File: config.mk
export PLATFORM = sky130hd
export DESIGN_NAME = wss_decoder
export DESIGN_NICKNAME = d
export VERILOG_FILES = /design/src/rtl/wss_pkg.sv /design/src/rtl/wss_frame_rx.sv /design/src/rtl/wss_group_acc.sv /design/src/rtl/wss_decoder.sv
export SDC_FILE = /design/constraint.sdc
export NUM_CORES = 1
export LEC_CHECK = 0
export CAP_MARGIN = 40
export CORE_MARGIN = 2
export CORE_UTILIZATION = 56
export DETAILED_ROUTE_END_ITERATION = 10
export PLACE_DENSITY = 0.93
export SLEW_MARGIN = 20
export SYNTH_ARGS = -nofsm -noshare
export SYNTH_HDL_FRONTEND = slang
export SYNTH_SLANG_ARGS = --single-unit
File: constraint.sdc
create_clock -name clk -period 2.5 [get_ports clk]
set_input_delay 0.25 -clock clk [delete_from_list [all_inputs] [get_ports clk]]
set_output_delay 0.25 -clock clk [all_outputs]
set_load 0.01 [all_outputs]
File: src/rtl/wss_pkg.sv
package wss_pkg;
  localparam int NBITS   = 14;
  localparam int NGROUPS = 4;
  localparam int REG_W   = 8;
  localparam int BIDX_W  = 4;

  typedef enum logic [1:0] {ST_IDLE, ST_START, ST_DATA} rx_state_t;

  // group number of a bit index
  function automatic logic [1:0] group_of(input logic [BIDX_W-1:0] idx);
    if (idx < 4'd4)       return 2'd0;
    else if (idx < 4'd8)  return 2'd1;
    else if (idx < 4'd11) return 2'd2;
    else                  return 2'd3;
  endfunction

  // true for the first bit of each group
  function automatic logic group_head(input logic [BIDX_W-1:0] idx);
    return (idx == 4'd0) || (idx == 4'd4) || (idx == 4'd8) || (idx == 4'd11);
  endfunction

  // place the groups into the three status registers {sub, svc, fmt}
  function automatic logic [3*REG_W-1:0] pack_regs(input logic [NBITS-1:0]   b,
                                                   input logic [NGROUPS-1:0] e);
    logic [3*REG_W-1:0] r;
    r        = '0;
    r[3:0]   = b[3:0];
    r[4]     = e[0];
    r[11:8]  = b[7:4];
    r[12]    = e[1];
    r[18:16] = b[10:8];
    r[19]    = e[2];
    r[22:20] = b[13:11];
    r[23]    = e[3];
    return r;
  endfunction
endpackage

File: src/rtl/wss_frame_rx.sv
module wss_frame_rx
  import wss_pkg::*;
#(
  parameter int             LINE_W     = 10,
  parameter int             WSS_LINE   = 23,
  parameter int             START_W    = 8,
  parameter logic [START_W-1:0] START_CODE = 8'b1110_0100
) (
  input  logic              clk,
  input  logic              rst_n,
  input  logic [LINE_W-1:0] line_num,
  input  logic              line_start,
  input  logic              acq_en,
  input  logic              hb_valid,
  input  logic              hb_data,
  output logic              bit_stb,
  output logic              bit_val,
  output logic              bit_err,
  output logic [BIDX_W-1:0] bit_idx,
  output logic              word_end
);
  localparam int SC_W = (START_W > 1) ? $clog2(START_W) : 1;

  rx_state_t            state;
  logic [SC_W-1:0]      sc_idx;
  logic [START_W-1:0]   code_sr;
  logic [BIDX_W-1:0]    bcnt;
  logic                 have_first;
  logic                 first_half;

  wire line_hit = line_start && (line_num == LINE_W'(WSS_LINE)) && acq_en;
  wire code_ok  = (hb_data == code_sr[START_W-1]);

  always_ff @(posedge clk) begin
    if (!rst_n) begin
      state      <= ST_IDLE;
      sc_idx     <= '0;
      code_sr    <= '0;
      bcnt       <= '0;
      have_first <= 1'b0;
      first_half <= 1'b0;
    end else if (line_start) begin
      state      <= line_hit ? ST_START : ST_IDLE;
      sc_idx     <= '0;
      code_sr    <= START_CODE;
      bcnt       <= '0;
      have_first <= 1'b0;
    end else if (hb_valid) begin
      unique case (state)
        ST_START: begin
          if (!code_ok) begin
            state <= ST_IDLE;
          end else if (sc_idx == SC_W'(START_W - 1)) begin
            state <= ST_DATA;
          end else begin
            sc_idx  <= sc_idx + 1'b1;
            code_sr <= code_sr << 1;
          end
        end
        ST_DATA: begin
          if (!have_first) begin
            first_half <= hb_data;
            have_first <= 1'b1;
          end else begin
            have_first <= 1'b0;
            bcnt       <= bcnt + 1'b1;
            if (bcnt == BIDX_W'(NBITS - 1)) state <= ST_IDLE;
          end
        end
        default: ;
      endcase
    end
  end

  assign bit_stb  = (state == ST_DATA) && hb_valid && have_first && !line_start;
  assign bit_val  = first_half;
  assign bit_err  = (first_half == hb_data);
  assign bit_idx  = bcnt;
  assign word_end = bit_stb && (bcnt == BIDX_W'(NBITS - 1));

  AST_START_ONLY_ON_LINE: assert property (@(posedge clk) disable iff (!rst_n)
    (state == ST_START && $past(state) != ST_START) |-> $past(line_hit));

  AST_BIT_IDX_RANGE: assert property (@(posedge clk) disable iff (!rst_n)
    bit_stb |-> (bit_idx < BIDX_W'(NBITS)));

  AST_DATA_AFTER_CODE: assert property (@(posedge clk) disable iff (!rst_n)
    (state == ST_DATA && $past(state) == ST_START) |-> $past(hb_valid && code_ok));
endmodule

File: src/rtl/wss_group_acc.sv
module wss_group_acc
  import wss_pkg::*;
(
  input  logic               clk,
  input  logic               rst_n,
  input  logic               bit_stb,
  input  logic               bit_val,
  input  logic               bit_err,
  input  logic [BIDX_W-1:0]  bit_idx,
  input  logic               word_end,
  output logic [NBITS-1:0]   shadow_bits,
  output logic [NGROUPS-1:0] shadow_err,
  output logic               word_done
);
  wire [1:0] grp_now  = group_of(bit_idx);
  wire       head_now = group_head(bit_idx);

  always_ff @(posedge clk) begin
    if (!rst_n) begin
      shadow_bits <= '0;
      shadow_err  <= '0;
      word_done   <= 1'b0;
    end else begin
      word_done <= word_end;
      if (bit_stb) begin
        shadow_bits[bit_idx] <= bit_val;
        if (head_now) shadow_err[grp_now] <= bit_err;
        else          shadow_err[grp_now] <= shadow_err[grp_now] | bit_err;
      end
    end
  end

  AST_GROUP_ERR_SET: assert property (@(posedge clk) disable iff (!rst_n)
    (bit_stb && bit_err) |=> shadow_err[$past(grp_now)]);

  AST_HEAD_RESTART: assert property (@(posedge clk) disable iff (!rst_n)
    (bit_stb && head_now && !bit_err) |=> !shadow_err[$past(grp_now)]);
endmodule

File: src/rtl/wss_decoder.sv
module wss_decoder
  import wss_pkg::*;
#(
  parameter int             LINE_W     = 10,
  parameter int             WSS_LINE   = 23,
  parameter int             START_W    = 8,
  parameter logic [START_W-1:0] START_CODE = 8'b1110_0100
) (
  input  logic              clk,
  input  logic              rst_n,
  input  logic [LINE_W-1:0] line_num,
  input  logic              line_start,
  input  logic              acq_en,
  input  logic              hb_valid,
  input  logic              hb_data,
  input  logic              flag_clr,
  output logic [7:0]        fmt_reg,
  output logic [7:0]        svc_reg,
  output logic [7:0]        sub_reg,
  output logic              wss_seen
);
  logic                 bit_stb, bit_val, bit_err, word_end, word_done;
  logic [BIDX_W-1:0]    bit_idx;
  logic [NBITS-1:0]     shadow_bits;
  logic [NGROUPS-1:0]   shadow_err;
  logic [3*REG_W-1:0]   regs_q;

  wss_frame_rx #(
    .LINE_W(LINE_W), .WSS_LINE(WSS_LINE), .START_W(START_W), .START_CODE(START_CODE)
  ) u_rx (
    .clk(clk), .rst_n(rst_n), .line_num(line_num), .line_start(line_start),
    .acq_en(acq_en), .hb_valid(hb_valid), .hb_data(hb_data),
    .bit_stb(bit_stb), .bit_val(bit_val), .bit_err(bit_err),
    .bit_idx(bit_idx), .word_end(word_end)
  );

  wss_group_acc u_acc (
    .clk(clk), .rst_n(rst_n), .bit_stb(bit_stb), .bit_val(bit_val),
    .bit_err(bit_err), .bit_idx(bit_idx), .word_end(word_end),
    .shadow_bits(shadow_bits), .shadow_err(shadow_err), .word_done(word_done)
  );

  always_ff @(posedge clk) begin
    if (!rst_n) begin
      regs_q   <= '0;
      wss_seen <= 1'b0;
    end else begin
      if (word_done) regs_q <= pack_regs(shadow_bits, shadow_err);
      if (word_done)     wss_seen <= 1'b1;
      else if (flag_clr) wss_seen <= 1'b0;
    end
  end

  assign fmt_reg = regs_q[7:0];
  assign svc_reg = regs_q[15:8];
  assign sub_reg = regs_q[23:16];

  AST_REGS_ATOMIC: assert property (@(posedge clk) disable iff (!rst_n)
    !$past(word_done) |-> $stable(regs_q));

  AST_FLAG_RISE: assert property (@(posedge clk) disable iff (!rst_n)
    $rose(wss_seen) |-> $past(word_done));

  AST_FLAG_CLEAR: assert property (@(posedge clk) disable iff (!rst_n)
    (flag_clr && !word_done) |=> !wss_seen);

  AST_SET_WINS: assert property (@(posedge clk) disable iff (!rst_n)
    word_done |=> wss_seen);
endmodule

# == Yosys cells after proc, flatten, opt, wreduce, memory -nomap -nowiden ==
# Index checks and enable logic that the tools add are counted.
# classes
addsub,2
n_lt_le_gt_ge,7
eq_ne,14
muxes,29
bitwise,5
reduce_logical,25
# op_table
op,count
$mux 8,5
$mux 2,8
$bwmux 14,1
$eq 4x4->1 const B,3
$reduce_and 4->1,3
$eq 10x5->1 const B,1
$bwmux 4,2
$logic_and 1x1->1,8
$lt 4x4->1 const B,2
$mux 1,8
$reduce_bool 2->1,4
$ne 3x2->1 const B,2
$lt 4x5->1 const B,1
$reduce_and 5->1,1
$add 4x1->4 const B,1
$demux 1 s4,1
$eq 4x3->1 const B,1
$ge 4x1->1 const B,1
$logic_not 4->1,1
$lt 4x3->1 const B,1
$mux 4,1
$ne 4x4->1 const B,1
$not 1->1,4
$pmux 2 s2,1
other kinds (17),20
# word_totals
regBits,55
inputBits,17
out_inout_bits,25
wordCells,94

# == Depth between registers and ports, before layout ==
# Gate-level depths: netlist of the first run.
# logic_depth
depth_word,10
ltp_mapped,6
ltp_nobuf,6

# == Modules after synthesis ==
# From an unflattened synthesis of the first run, not the netlist that was laid out.
# hier_totals
cells_unflattened,239
hier_area_um2,2436.1
# by_module_without_submodules
module,instances,cells_each,area_each_um2,seq_area_each_um2
wss_group_acc,1,86,837.1,380.4
wss_frame_rx,1,86,828.3,340.3
wss_decoder,1,67,770.7,380.4

# == Least setup slack after synthesis of the first run ==
# Ideal clock, no wire load.
# synth_path
kind,reg-to-reg
startpoint,reg u_rx.sc_idx[0]
endpoint,reg u_rx.code_sr[3]
setup_time_ns,0.128
arrival_ns,1.409
t_required_ns,2.372
slack_ns,0.963
path_stages_with_launch,7
path_buffers,1
period_less_slack_ns,1.537
path_cell_list,dfxtp_1 ha_1 ha_1 nor3_1 buf_4 mux2i_1 nor2_1
# synth_between
elab_chain_cells,3
# synth_lines
element,line,text
"start, declared",wss_frame_rx.sv:25,logic [SC_W-1:0] sc_idx;
"start signal, assigned",wss_frame_rx.sv:56,sc_idx <= sc_idx + 1'b1;
$eq 3x3->1,wss_frame_rx.sv:53,end else if (sc_idx == SC_W'(START_W - 1)) begin
$not 1->1 (no line),-,
$reduce_and 4->1 (no line),-,
"end signal, assigned",wss_frame_rx.sv:57,code_sr <= code_sr << 1;
"end, declared",wss_frame_rx.sv:26,logic [START_W-1:0] code_sr;
# No other way between the ends.
# A chain may end at the register's enable or synchronous reset.

# == Worst setup path after layout of the first run ==
# layout_path
startpoint,reg u_rx.bcnt[0] (netlist: u_rx.bit_idx[0])
endpoint,reg u_acc.shadow_err[2]
# layout_between
elab_chain_cells,10
word_cells_on_any_way,24
# layout_lines
element,line,text
"start, declared",wss_frame_rx.sv:27,logic [BIDX_W-1:0] bcnt;
"start signal, assigned",wss_frame_rx.sv:66,bcnt <= bcnt + 1'b1;
$lt 4x4->1,wss_pkg.sv:13,else if (idx < 4'd11) return 2'd2;
$mux 1,wss_pkg.sv:13,
$mux 2,wss_pkg.sv:12,else if (idx < 4'd8) return 2'd1;
$mux 2,wss_pkg.sv:11,if (idx < 4'd4) return 2'd0;
$lt 2x3->1 (implied by the code) or $ge 2x1->1 (tied branches),"wss_group_acc.sv:27, wss_group_acc.sv:28",
$logic_and 1x1->1 (implied by the code),"wss_group_acc.sv:27, wss_group_acc.sv:28",
$mux 1 (implied by the code),"wss_group_acc.sv:27, wss_group_acc.sv:28",
$demux 1 s2,-,
$bwmux 4 (on tied branches),"wss_group_acc.sv:28, wss_group_acc.sv:27",
$mux 4 (*),wss_group_acc.sv:27,if (head_now) shadow_err[grp_now] <= bit_err;
"end signal, assigned by index",wss_group_acc.sv:27,
"end signal, assigned by index",wss_group_acc.sv:28,else shadow_err[grp_now] <= shadow_err[grp_now] | bit_err;
"end, declared",wss_group_acc.sv:12,"output logic [NGROUPS-1:0] shadow_err,"
# Every way passes the cells marked *; elsewhere a longest branch is shown, timed or not. The select of a mux whose other input is x is not followed.

==> results of run 1 <==
-- placed cells by master, fill, tap and decap left out, drive strengths merged, types with 4 or more instances in the layout --
cell           netlist  layout
a31oi                4       4
conb                 1       6
buf                 12       5
dfxtp               55      55
nor2b               21      21
clkbuf               7       6
xor2                 4       4
o21ai                9       9
nor3                 5       5
clkdlybuf4s50        0      35
nand2               33      33
mux2i               31      31
nor2                17      17
nand3                6       6
ha                   6       6
a21boi               5       5
inv                  7       8
-- layout make-up --
| cell class | instances | area (um^2) |
|---|---|---|
| clock buffers | 6 | 82.6 |
| clock inverters | 2 | 38.8 |
| fillers | 333 | 1350 |
| inverters | 7 | 26.3 |
| multi-input cells | 181 | 1270 |
| flip-flops and latches | 55 | 1100 |
| well taps | 52 | 65.1 |
| repair buffers | 40 | 388 |
-- worst register-to-register path: stages (launching register included) --
cell                       delay [ns]
sky130_fd_sc_hd__dfxtp_1         0.36
sky130_fd_sc_hd__inv_1           0.11
sky130_fd_sc_hd__ha_1            0.31
sky130_fd_sc_hd__o21bai_1        0.11
sky130_fd_sc_hd__a221oi_1        0.46
sky130_fd_sc_hd__a31o_2          0.19
sky130_fd_sc_hd__a31oi_1         0.08
-- logic make-up (layout without fill, tap and decap cells) --
group | count (synthesis) | count (layout)
AND/OR/NAND/NOR | 98 | 98
buffers and inverters | 26 | 55
AO/OA/AOI/OAI | 34 | 34
other | 1 | 6
multiplexers | 31 | 31
XOR/XNOR | 6 | 6
adder cells (fa/ha/maj) | 6 | 6
flip-flops | 55 | 55
-- per-stage QoR --
stage	worst slack, ns	cell area, um^2	hold WS, ns	power, mW
after global placement	0.638	2850	0.448	0.971
after CTS	0.759	2970	0.474	1.58
final	0.752	2970	0.469	1.57
after floorplan	0.963	2500	0.395	0.942
after detailed placement	0.574	2850	0.453	0.972
after global routing	0.607	2970	0.492	1.62
-- layer usage --
layer	GRT usage, %	vias up	routed length, um
met5	0	-	0
met4	7.55	0	51
met3	3.70	4	193
met2	30.4	49	2070
met1	24.0	846	2000
li1	-	936	-
-- sequential cells by signal (all words and copies together) (netlist names) --
register           count
u_rx.code_sr           6
u_rx.have_first        1
wss_seen               1
u_rx.state             2
u_acc.shadow_bits     14
regs_q                18
u_acc.word_done        1
u_acc.shadow_err       4
u_rx.bit_val           1
u_rx.sc_idx            3
u_rx.bit_idx           4
-- worst paths after layout --
check / startpoint / end / cells past startpoint
setup reg to reg: u_rx.bit_idx[0] / u_acc.shadow_err[2] / 6
hold / removal: u_acc.shadow_bits[1] / u_acc.shadow_bits[1] / 2
hold reg to reg: u_acc.shadow_bits[1] / u_acc.shadow_bits[1] / 2
setup / recovery: u_rx.bit_idx[0] / u_acc.shadow_err[2] / 6
-- power groups by stage --
stage                     sequential (mW)  clock, mW  combinational, mW
final                               0.882      0.616             0.0687
after global routing                0.883      0.659             0.0762
after floorplan                     0.902          0             0.0395
after CTS                           0.882      0.630             0.0696
after detailed placement            0.903          0             0.0693
after global placement              0.903          0             0.0680
==> out/metrics.yaml, run 1 <==
logic_synthesis:
  yosys.area_share.adder_pct: 3.03
  yosys_warnings: 0
  netlist.area_leader.share_pct: 44.4
  synthesis.instances: 257
  yosys_register_bits: 55
  post_synth.cell_area_avg_um2: 9.65
  synth_area_leaders: "sky130_fd_sc_hd__dfxtp_1, sky130_fd_sc_hd__mux2i_1, sky130_fd_sc_hd__nor2b_1, sky130_fd_sc_hd__nand2_1, sky130_fd_sc_hd__ha_1"
  synth-compound-area-share_pct: 9.38
  synth_enable_flop_cells: 0
  synth_seq_area_share_pct: 44.4
  ys_types: 44
  synth_simple_gate_area_share_pct: 23.2
  ys_dominant_reg_cell: "sky130_fd_sc_hd__dfxtp_1"
  yosys-mux-area-fraction_pct: 12.5
  synth_xor_xnor_area_share_pct: 2.12
  yosys.cell_count.top_type: "sky130_fd_sc_hd__dfxtp_1"
  synth.largest_area_cell: "sky130_fd_sc_hd__dfxtp_1"
  synthTopCellsByCount: "sky130_fd_sc_hd__dfxtp_1, sky130_fd_sc_hd__nand2_1, sky130_fd_sc_hd__mux2i_1, sky130_fd_sc_hd__nor2b_1, sky130_fd_sc_hd__nor2_1"
  dominant_combinational_cell_family_by_area_after_synthesis: "simple AND/OR/NAND/NOR gates"
  post_synthesis_async_set_or_reset_flop_share_pct: 0
  post_syn_area_mm2: 0.00248
global_routing:
  vias_in_the_first_global_route: 1707
  antenna_violations_before_repair: 0
  wire_length_of_the_first_global_routing_pass_um: 7520
  tot_gr_track_use_pct: 18.5
  globalRoute.totalOverflow: 0
  grt_start_max_net_pins: 33
placed_design:
  port_buffers: 35
  routabilityCongestion: 0.847
  dp_hpwl_um: 3170
  dp_cells: 335
layout:
  n_antenna_cell: 0
  final_layout_size_suffix_gt1_share_pct: 7.22
  layout-area-overhead-vs-synth_pct: 19.8
  utilization_after_layout_pct: 68.7
  post_layout_nonfiller_instances: 343
  final_net_count: 313
power_and_ir_drop:
  p_leak_nw: 1.07
  cellInternalPower_mw: 1.25
  share_seq_of_total_power_pct: 56.3
  irDropWorstVdd_v: 0.000471
  sw_frac_of_total_pct: 20.4
  total_switching_power_mw: 0.319
  clock_power_share_pct: 39.3
  combPwrFrac_pct: 4.4
  powerDensity_mw_per_mm2: 527
clock_network:
  cts.sink_count: 55
  cts_resized: 0
  clock_transition_at_path_regs_ns: 0.09
  clockBufferDepth: 2
  cts.htree.levels: 2
  clock_insertion_delay_worst_skew_ns: 0.31
  post_cts_buffers: 0
  post_cts_hold_buffer_count: 0
  cts_root_buffer: "sky130_fd_sc_hd__clkbuf_8"
  cts_tree: "yes"
  cts_buf_count: 5
route:
  detail_route.wl_per_cell_um: 12.6
  via_per_inst: 5.35
  totalWireLength_um: 4310
  drtAntennaViolNets: 0
  first_pass_iters: 4
  drc_errors: 0
  via_count: 1835
  drt_iter0_drc: 79
setup_path:
  critical_path_class: "flop to flop"
  cp_cell_sequence: "inv_1 > ha_1 > o21bai_1 > a221oi_1 > a31o_2 > a31oi_1"
  worst_path_dominant_cell_family: "compound AO/OA/AOI/OAI gates"
  reg2reg_setup_slack_ns: 0.75
  critPathMaxStageDelay_ns: 0.46
  critical_path_buf_inv_count: 1
  worst_ep_arrival_time_ns: 1.94
  startpoint_type: "flop"
  slowest_stage: "sky130_fd_sc_hd__a221oi_1"
  critPathRequiredTime_ns: 2.69
  path_max_fanout: 7
  crit_path_end_kind: "flop"
timing:
  finalCritPeriodShare_pct: 69.9
  finalSetupViolations: 0
  rsz0062_at_grt: "no"
  report.final.slew_viol_count: 0
  fin_crit_ns: 1.75
  fin_skew_ns: 0.00685
  finalHoldViolations: 0
  highest_clock_rate_ghz: 0.572
  worst_slew_margin_rel_pct: 65.3
  max_slew.worst_pin.slew_ns: 0.520
  totalNegativeSetupSlack_ns: 0
die:
  io-pin-count: 42
  floorplan.initialDensity_pct: 57.3
  placement_rows: 24
  die_h_um: 70.5
  die-area_mm2: 0.00498
  core_region_area_mm2: 0.00432
  die_w_um: 70.5
flow_run:
  timing.max_cap.violations: 0
worst_hold_path:
  worst_hold_path_type: "flop to flop"
run_status:
  outcome: "completed"
No activity file was read; power rests on OpenSTA's default activity.
==> run 2, diff against run 1 <==
- CORE_UTILIZATION: 56 -> 47
- PLACE_DENSITY: 0.93 -> 0.84
- clock period: 2.5 -> 1.4 ns (I/O delays scaled with it)
==> run 2 against run 1 <==
The flow now finishes with violations (negative setup slack). Register-to-register slack worse by 0.79 ns. Critical path depth decreased by 1. Highest routed layer unchanged. Worst setup slack got worse by 0.79 ns.
==> out/metrics.yaml, run 2 (same netlist as run 1, synthesis figures left out) <==
placed_design:
  dp_cells: 381  # +14%
  placed_cell_area_mm2: 0.00313  # +9.9%
  routabilityCongestion: 0.875  # +3.2%
  dp_hpwl_um: 3830  # +21%
  port_buffers: 35  # unchanged
  place_ws_ns: -0.360  # -0.934 ns
die:
  die_h_um: 76.6  # +8.6%
  die-area_mm2: 0.00587  # +18%
  io-pin-count: 42  # unchanged
  die_w_um: 76.6  # +8.6%
  core_region_area_mm2: 0.00511  # +18%
  floorplan.initialDensity_pct: 48.6  # -8.8 points
  placement_rows: 26  # +8.3%
clock_network:
  clockBufferDepth: 2  # unchanged
  post_cts_hold_buffer_count: 0  # unchanged
  cts_buf_count: 5  # unchanged
  cts.htree.levels: 2  # unchanged
  clock_transition_at_path_regs_ns: 0.09  # about the same
  cts.sink_count: 55  # unchanged
  clock_insertion_delay_worst_skew_ns: 0.31  # about the same
  cts_tree: "yes"
  cts_root_buffer: "sky130_fd_sc_hd__clkbuf_8"
timing:
  timing.final.ws_setup_ns: -0.0327  # -0.785 ns
  highest_clock_rate_ghz: 0.698  # +22%
  fin_crit_ns: 1.43  # -0.315 ns
  rsz0062_at_grt: "yes"
  fin_skew_ns: 0.00976  # +0.00290 ns
  report.final.slew_viol_count: 0  # unchanged
  finalSetupViolations: 7  # +7
  finalHoldViolations: 0  # unchanged
  final.hold.worst_slack_ns: 0.339  # -0.130 ns
  finalCritPeriodShare_pct: 102  # +32 points
  totalNegativeSetupSlack_ns: -0.120  # -0.120 ns
layout:
  n_antenna_cell: 0  # unchanged
  reg.largest.list: "regs_q (18), u_acc.shadow_bits (14), u_rx.code_sr (6)"
  final_net_count: 347  # +11%
  most_flops_register: "regs_q"
  finalInstanceArea_mm2: 0.00342  # +15%
  most_common_cell_after_layout_fill_and_taps_aside: "sky130_fd_sc_hd__dfxtp_1"
  largest_register_ffs: 18  # unchanged
  utilization_after_layout_pct: 67.0  # -1.7 points
  nFillCells: 391  # +17%
  most-common-layout-cells: "sky130_fd_sc_hd__dfxtp_1, sky130_fd_sc_hd__buf_4, sky130_fd_sc_hd__clkdlybuf4s50_1"
  layout-area-overhead-vs-synth_pct: 37.9
  post_layout_nonfiller_instances: 395  # +15%
  final_layout_size_suffix_gt1_share_pct: 25.5  # +18 points
global_routing:
  vias_in_the_first_global_route: 2019  # +18%
  antenna_violations_before_repair: 0  # unchanged
  globalRoute.totalOverflow: 0  # unchanged
  wire_length_of_the_first_global_routing_pass_um: 9200  # +22%
  tot_gr_track_use_pct: 19.2  # +0.73 points
  grt_start_max_net_pins: 21  # -36%
setup_path:
  critical_path_class: "flop to flop"
  worst_ep_arrival_time_ns: 1.65  # -0.29 ns
  path_max_fanout: 6  # -1
  critPathRequiredTime_ns: 1.61  # -1.08 ns
  crit_path_end_kind: "flop"
  startpoint_type: "flop"
run_status:
  failed_checks: "negative setup slack"
  outcome: "finished, violations left"
power_and_ir_drop:
  p_leak_nw: 1.25  # +17%
  total_power_mw: 2.69  # +72%
  irDropWorstVdd_v: 0.000380  # -19%
  powerDensity_mw_per_mm2: 787  # +49%
route:
  first_pass_iters: 4  # unchanged
  detail_route.wl_per_cell_um: 14.6  # +16%
  via_count: 2051  # +12%
  drc_errors: 0  # unchanged
  drtAntennaViolNets: 0  # unchanged
  drt_iter0_drc: 124  # +57%
  via_per_inst: 5.19  # -2.9%
  totalWireLength_um: 5750  # +33%
flow_run:
  timing.max_cap.violations: 0  # unchanged
worst_hold_path:
  worst_hold_path_type: "input port to flop"
run 2: repair_timing:
item	4_1_cts	5_1_grt
hold endpoints to repair	0	0
pin swaps	4	7
endpoints found under the setup margin	19	27
buffers inserted	4	2
gates resized for setup	17	23
run 2: routing by layer:
metal | vias to the layer above | part of all wire, % | GRT usage, %
li1 | 1007 | - | -
met1 | 975 | 44 | 23.7
met2 | 58 | 50 | 33.5
met3 | 11 | 3.4 | 2.37
met4 | 0 | 2.6 | 8.73
met5 | - | 0 | 0
run 2: worst max-delay path: stages (launching register included):
cell and delay [ns]:
sky130_fd_sc_hd__dfxtp_4 0.39, sky130_fd_sc_hd__nand3b_1 0.24, sky130_fd_sc_hd__nor3_4 0.27, sky130_fd_sc_hd__buf_6 0.17
sky130_fd_sc_hd__mux2i_1 0.20, sky130_fd_sc_hd__nor2_1 0.05
run 2: power by group:
| group | leakage, nW | switching [mW] | total, mW | internal [mW] |
|---|---|---|---|---|
| registers | 0.450 | 0.00605 | 1.57 | 1.57 |
| logic | 0.754 | 0.0700 | 0.163 | 0.0929 |
| clock network | 0.0505 | 0.506 | 0.957 | 0.451 |
run 2: worst paths after layout:
kind	slack, ns	end	cells past startpoint	from
setup / recovery	-0.03	u_rx.code_sr[3]	5	u_rx.state[1]
hold / removal	0.34	u_rx.have_first	5	hb_valid
setup reg to reg	-0.03	u_rx.code_sr[3]	5	u_rx.state[1]
hold reg to reg	0.47	u_acc.shadow_bits[6]	2	u_acc.shadow_bits[6]
run 2: layout make-up:
cell class / count / area [um^2] / area share (%)
repair buffers: 74 / 678 / 19.8
inverters: 7 / 26.3 / 0.768
clock inverters: 1 / 7.51 / 0.219
well taps: 70 / 87.6 / 2.56
multi-input cells: 181 / 1410 / 41.1
flip-flops and latches: 55 / 1120 / 32.7
clock buffers: 7 / 96.3 / 2.82
